### config.mk
export PLATFORM = sky130hd
export DESIGN_NAME = tapdr_port
export DESIGN_NICKNAME = d
export VERILOG_FILES = /design/src/rtl/tapdr_pkg.sv /design/src/rtl/tapdr_decode.sv /design/src/rtl/tapdr_bypass.sv /design/src/rtl/tapdr_clkgate.sv /design/src/rtl/tapdr_port.sv
export SDC_FILE = /design/constraint.sdc
export NUM_CORES = 1
export LEC_CHECK = 0
export CAP_MARGIN = 0
export CORE_AREA = 2 2 39 41
export DETAILED_ROUTE_END_ITERATION = 8
export DIE_AREA = 0 0 41 43
export DONT_BUFFER_PORTS = 1
export HOLD_SLACK_MARGIN = 0.05
export PLACE_DENSITY = 0.31
export SETUP_SLACK_MARGIN = 0.05
export SYNTH_ARGS = -nofsm -noshare
export SYNTH_HDL_FRONTEND = slang
export SYNTH_SLANG_ARGS = --single-unit
export TNS_END_PERCENT = 30
### constraint.sdc
create_clock -name tck -period 2.8 [get_ports tck]
set_input_delay 0.14 -clock tck [delete_from_list [all_inputs] [get_ports tck]]
set_output_delay 0.14 -clock tck [all_outputs]
set_load 0.1 [all_outputs]
### src/rtl/tapdr_pkg.sv
`timescale 1ns/100ps
package tapdr_pkg;
   typedef enum logic [1:0] {
      DR_CHAIN  = 2'd0,
      DR_BYPASS = 2'd1,
      DR_USER1  = 2'd2,
      DR_USER2  = 2'd3
   } dr_sel_e;

   localparam int unsigned NUM_USER = 2;
endpackage

### src/rtl/tapdr_decode.sv
`timescale 1ns/100ps
module tapdr_decode
   import tapdr_pkg::*;
#(
   parameter int unsigned     IR_W        = 3,
   parameter logic [IR_W-1:0] EXTEST_CODE = 'd0,
   parameter logic [IR_W-1:0] SAMPLE_CODE = 'd1,
   parameter logic [IR_W-1:0] USER1_CODE  = 'd2,
   parameter logic [IR_W-1:0] USER2_CODE  = 'd3
) (
   input  logic [IR_W-1:0]     ir_code,
   output logic [NUM_USER-1:0] usr_hit,
   output dr_sel_e             dr_sel
);
   logic chain_hit;

   for (genvar u = 0; u < NUM_USER; u++) begin : g_user
      localparam logic [IR_W-1:0] CODE = (u == 0) ? USER1_CODE : USER2_CODE;
      assign usr_hit[u] = (ir_code == CODE);
   end

   assign chain_hit = (ir_code == EXTEST_CODE) || (ir_code == SAMPLE_CODE);

   always_comb begin
      if (usr_hit[0])      dr_sel = DR_USER1;
      else if (usr_hit[1]) dr_sel = DR_USER2;
      else if (chain_hit)  dr_sel = DR_CHAIN;
      else                 dr_sel = DR_BYPASS;
   end
endmodule

### src/rtl/tapdr_bypass.sv
`timescale 1ns/100ps
module tapdr_bypass (
   input  logic tck,
   input  logic trst_n,
   input  logic tdi,
   input  logic active,
   input  logic capture,
   input  logic shift,
   output logic byp_q
);
   always_ff @(posedge tck or negedge trst_n) begin
      if (!trst_n)               byp_q <= 1'b0;
      else if (active && capture) byp_q <= 1'b0;
      else if (active && shift)   byp_q <= tdi;
   end
endmodule

### src/rtl/tapdr_clkgate.sv
`timescale 1ns/100ps
module tapdr_clkgate (
   input  logic tck,
   input  logic trst_n,
   input  logic enable,
   output logic gclk
);
   logic en_q;

   always_ff @(negedge tck or negedge trst_n) begin
      if (!trst_n) en_q <= 1'b0;
      else         en_q <= enable;
   end

   assign gclk = tck & en_q;
endmodule

### src/rtl/tapdr_port.sv
`timescale 1ns/100ps
module tapdr_port
   import tapdr_pkg::*;
#(
   parameter int unsigned     IR_W        = 3,
   parameter logic [IR_W-1:0] EXTEST_CODE = 'd0,
   parameter logic [IR_W-1:0] SAMPLE_CODE = 'd1,
   parameter logic [IR_W-1:0] USER1_CODE  = 'd2,
   parameter logic [IR_W-1:0] USER2_CODE  = 'd3
) (
   input  logic            tck,
   input  logic            trst_n,
   input  logic            tdi,
   input  logic [IR_W-1:0] ir_code,
   input  logic            st_capture_dr,
   input  logic            st_shift_dr,
   input  logic            st_shift_ir,
   input  logic            st_run_idle,
   input  logic            ir_so,
   input  logic            chain_so,
   input  logic            usr1_so,
   input  logic            usr2_so,
   output logic            usr1_sel,
   output logic            usr2_sel,
   output logic            dr_clk,
   output logic            idle_n,
   output logic            tdo,
   output logic            tdo_oe
);
   localparam logic [IR_W-1:0] BYPASS_CODE = '1;

   if (IR_W < 2) begin : g_err_width
      $error("tapdr_port: IR_W must be at least 2");
   end
   if (EXTEST_CODE == BYPASS_CODE || SAMPLE_CODE == BYPASS_CODE ||
       USER1_CODE == BYPASS_CODE || USER2_CODE == BYPASS_CODE) begin : g_err_ones
      $error("tapdr_port: all-ones is reserved for bypass");
   end
   if (USER1_CODE == USER2_CODE || USER1_CODE == EXTEST_CODE ||
       USER1_CODE == SAMPLE_CODE || USER2_CODE == EXTEST_CODE ||
       USER2_CODE == SAMPLE_CODE) begin : g_err_dup
      $error("tapdr_port: instruction codes must be distinct");
   end

   logic [NUM_USER-1:0] usr_hit;
   dr_sel_e             dr_sel;
   logic                byp_q;
   logic                dr_src;
   logic                gate_en;

   tapdr_decode #(
      .IR_W(IR_W), .EXTEST_CODE(EXTEST_CODE), .SAMPLE_CODE(SAMPLE_CODE),
      .USER1_CODE(USER1_CODE), .USER2_CODE(USER2_CODE)
   ) u_decode (
      .ir_code (ir_code),
      .usr_hit (usr_hit),
      .dr_sel  (dr_sel)
   );

   tapdr_bypass u_bypass (
      .tck     (tck),
      .trst_n  (trst_n),
      .tdi     (tdi),
      .active  (dr_sel == DR_BYPASS),
      .capture (st_capture_dr),
      .shift   (st_shift_dr),
      .byp_q   (byp_q)
   );

   assign gate_en = (st_capture_dr || st_shift_dr) && (|usr_hit);

   tapdr_clkgate u_gate (
      .tck    (tck),
      .trst_n (trst_n),
      .enable (gate_en),
      .gclk   (dr_clk)
   );

   always_comb begin
      unique case (dr_sel)
         DR_USER1:  dr_src = usr1_so;
         DR_USER2:  dr_src = usr2_so;
         DR_CHAIN:  dr_src = chain_so;
         default:   dr_src = byp_q;
      endcase
   end

   assign tdo_oe   = st_shift_ir || st_shift_dr;
   assign tdo      = st_shift_ir ? ir_so : (st_shift_dr ? dr_src : 1'b0);
   assign usr1_sel = usr_hit[0];
   assign usr2_sel = usr_hit[1];
   assign idle_n   = ~(tck & st_run_idle);
endmodule

==> flow_summary.json <==
{
  "cp_data_required_time_ns": 2.66,
  "worstSetupPathType": "reg -> out",
  "seq_power_share": 0.097,
  "seqCellArea_sq_um": 50.0,
  "worst_setup_path_start_kind": "flop",
  "clk_pin_slew_ns": 0.03,
  "asyncSetResetFlopFracSynth": 1.00,
  "core_area_sq_um": 1380,
  "register_bit_count_reported_by_yosys": 2,
  "cp_data_arrival_time_ns": 2.48,
  "power.static_leakage_nw": 0.136,
  "post_drt_via_cell_ratio": 4.21,
  "synth_flop_cell": "dfrtp_1",
  "power.net_switching_uw": 166,
  "cp_top_family": "flip-flops",
  "max_cap_violations": 0,
  "timing.reg2reg.setup_slack_ns": 1.46,
  "met2RoutedLength_microns": 254,
  "internal_power_uw": 173,
  "timing.rr.start": "u_bypass.byp_q$_DFFE_PN0P_",
  "synthCells": 23,
  "final.setup.worst_slack_ns": 0.177,
  "finalHoldViolations": 0,
  "max_slew_margin": 0.290,
  "fillCellCount": 161,
  "die_height_microns": 43,
  "grt_start_max_net_pins": 6,
  "routed_wirelength_microns": 627,
  "switching_share": 0.489,
  "p_total_uw": 339,
  "synth_fp_nets": 37,
  "multiInputGateArea_sq_um": 120,
  "synth_area_per_cell_sq_um": 7.40,
  "min_delay_worst_endpoint": "usr1_sel",
  "dp_hpwl_microns": 394,
  "sequential_element_share_of_the_synthesized_area": 0.294,
  "number_of_enable_type_register_cells_in_the_synthesized_netlist": 0,
  "drt_pre_antenna_iters": 2,
  "worst_path_largest_cell_delay_ns": 0.39,
  "vdd_ir_drop_max_mv": 0.341,
  "globalplace.congestion": 0.573,
  "power.density_cell_area_nw_per_um2": 1140,
  "grt_first_pass_wirelength_microns": 979,
  "slew_violations": 0,
  "drt_iter0_drc": 5,
  "clock_power_share": 0.769,
  "drtAntennaViolNets": 0,
  "port_buf_inserts": 0,
  "placementRows": 14,
  "route.detailed.drc": 0,
  "grt_setup_unrepaired": "false",
  "dr_wl_met3_microns": 122,
  "drive_gt1_frac": 0.333,
  "tightestPinTransition_ns": 1.06,
  "preCtsSetupSlack_ns": 0.155,
  "die-width_microns": 41,
  "start_util": 0.123,
  "synthToLayoutAreaGrowth_pct": 75.0,
  "hold_path_depth": 1,
  "worst_r2r_path_depth": 4,
  "cts_post_setup_buffers_inserted": 0,
  "grt_antenna_before_repair": 0,
  "floorplan.die_area_sq_um": 1760,
  "synth.lib_cells_used.distinct": 15,
  "clkLatencyLatePin_ns": 0.34,
  "crit_path_end_kind": "primary output",
  "gr-usage-all-layers": 0.108,
  "layout.cells.most_common_list": "7 x clkbuf_4, 4 x nor2_1, 4 x dlygate4sd3_1",
  "grt_pass1_vias": 265,
  "global_route.overflow_total": 0,
  "topRoutingLayerUsed": "met3",
  "route.layer.met1.wl_microns": 250,
  "io_pins": 20,
  "comb_power_share": 0.133,
  "status": "completed",
  "synthesis.yosys.warnings": 0,
  "path_cells": "and2_4",
  "clock_tree_from_tritoncts": "built",
  "total_number_of_vias": 219,
  "diodes": 0,
  "hold_start": "ir_code[0]",
  "num-nets-final": 50,
  "critical_path.slowest_cell": "dfrtn_1",
  "final.setup.tns_ns": 0,
  "netlist_area_sq_um": 170,
  "report.final.setup_viol": 0,
  "final_common_cell": "clkbuf_4",
  "cp.buffers_inverters": 0,
  "post_drt_wl_per_cell_microns": 12.1,
  "worst_clock_skew_ns": 0,
  "regToRegEndpoint": "u_bypass.byp_q$_DFFE_PN0P_",
  "hold_class": "in -> out",
  "cp_max_fo": 1
}
## layer usage
layer | GRT usage | up-vias
met5 | 0 | -
met3 | 0.0942 | 0
met1 | 0.0774 | 93
met4 | 0.220 | 0
li1 | - | 101
met2 | 0.100 | 25
## synthesized netlist by cell type (2+ instances only)
master	n	share of area
inv_1	2	0.044
nor2_1	6	0.13
nand2_1	2	0.044
nand2b_1	2	0.074
## stage by stage
step	cell area (sq um)	instances	utilization	hold WS, ns
2_1_floorplan	170	23	-	-0.156
3_3_place_gp	195	39	0.141	-0.156
3_5_place_dp	195	39	0.141	-0.156
4_1_cts	298	52	0.215	0.451
5_1_grt	298	52	0.215	0.461
6_report	298	52	0.215	0.459
## worst max-delay path by stage
stage	cells after the start	start	slack, ns	endpoint
global placement	1	u_gate.en_q$_DFF_NN0_	0.16	dr_clk
global route	1	u_gate.en_q$_DFF_NN0_	0.15	dr_clk
floorplan	1	u_gate.en_q$_DFF_NN0_	0.16	dr_clk
detailed placement	1	u_gate.en_q$_DFF_NN0_	0.15	dr_clk
finish	1	u_gate.en_q$_DFF_NN0_	0.18	dr_clk
CTS	1	u_gate.en_q$_DFF_NN0_	0.17	dr_clk
## layout make-up
cell class	instances	area share
Multi-Input combinational cell	19	0.403
Clock buffer	9	0.202
Inverter	2	0.0252
Timing Repair Buffer	4	0.134
Sequential cell	2	0.168
Tap cell	16	0.0672
## power groups by stage
stage	Clock [mW]	Combinational (mW)	Sequential, mW
3_3_place_gp	0.0884	0.0390	0.0330
5_1_grt	0.279	0.0485	0.0330
2_1_floorplan	0.0884	0.0371	0.0328
6_report	0.261	0.0452	0.0331
3_5_place_dp	0.0884	0.0394	0.0333
4_1_cts	0.274	0.0453	0.0329
## logic make-up after synthesis
kind of cell,share of synthesized area
AOI/OAI and AO/OA,0.191
DFF,0.294
buffers and inverters,0.0441
muxes,0.0588
and+or+nand+nor,0.412
## repair_timing
item	4_1_cts	5_1_grt
hold buffers	4	0
endpoints found under the hold margin	2	0
gates resized for setup	2	0
setup endpoints to repair	2	0
## state kept, by name (all words and copies together), names as in the netlist
register and cells:
u_bypass.byp_q 1, u_gate.en_q 1
Power figures use the tool's default switching activity.
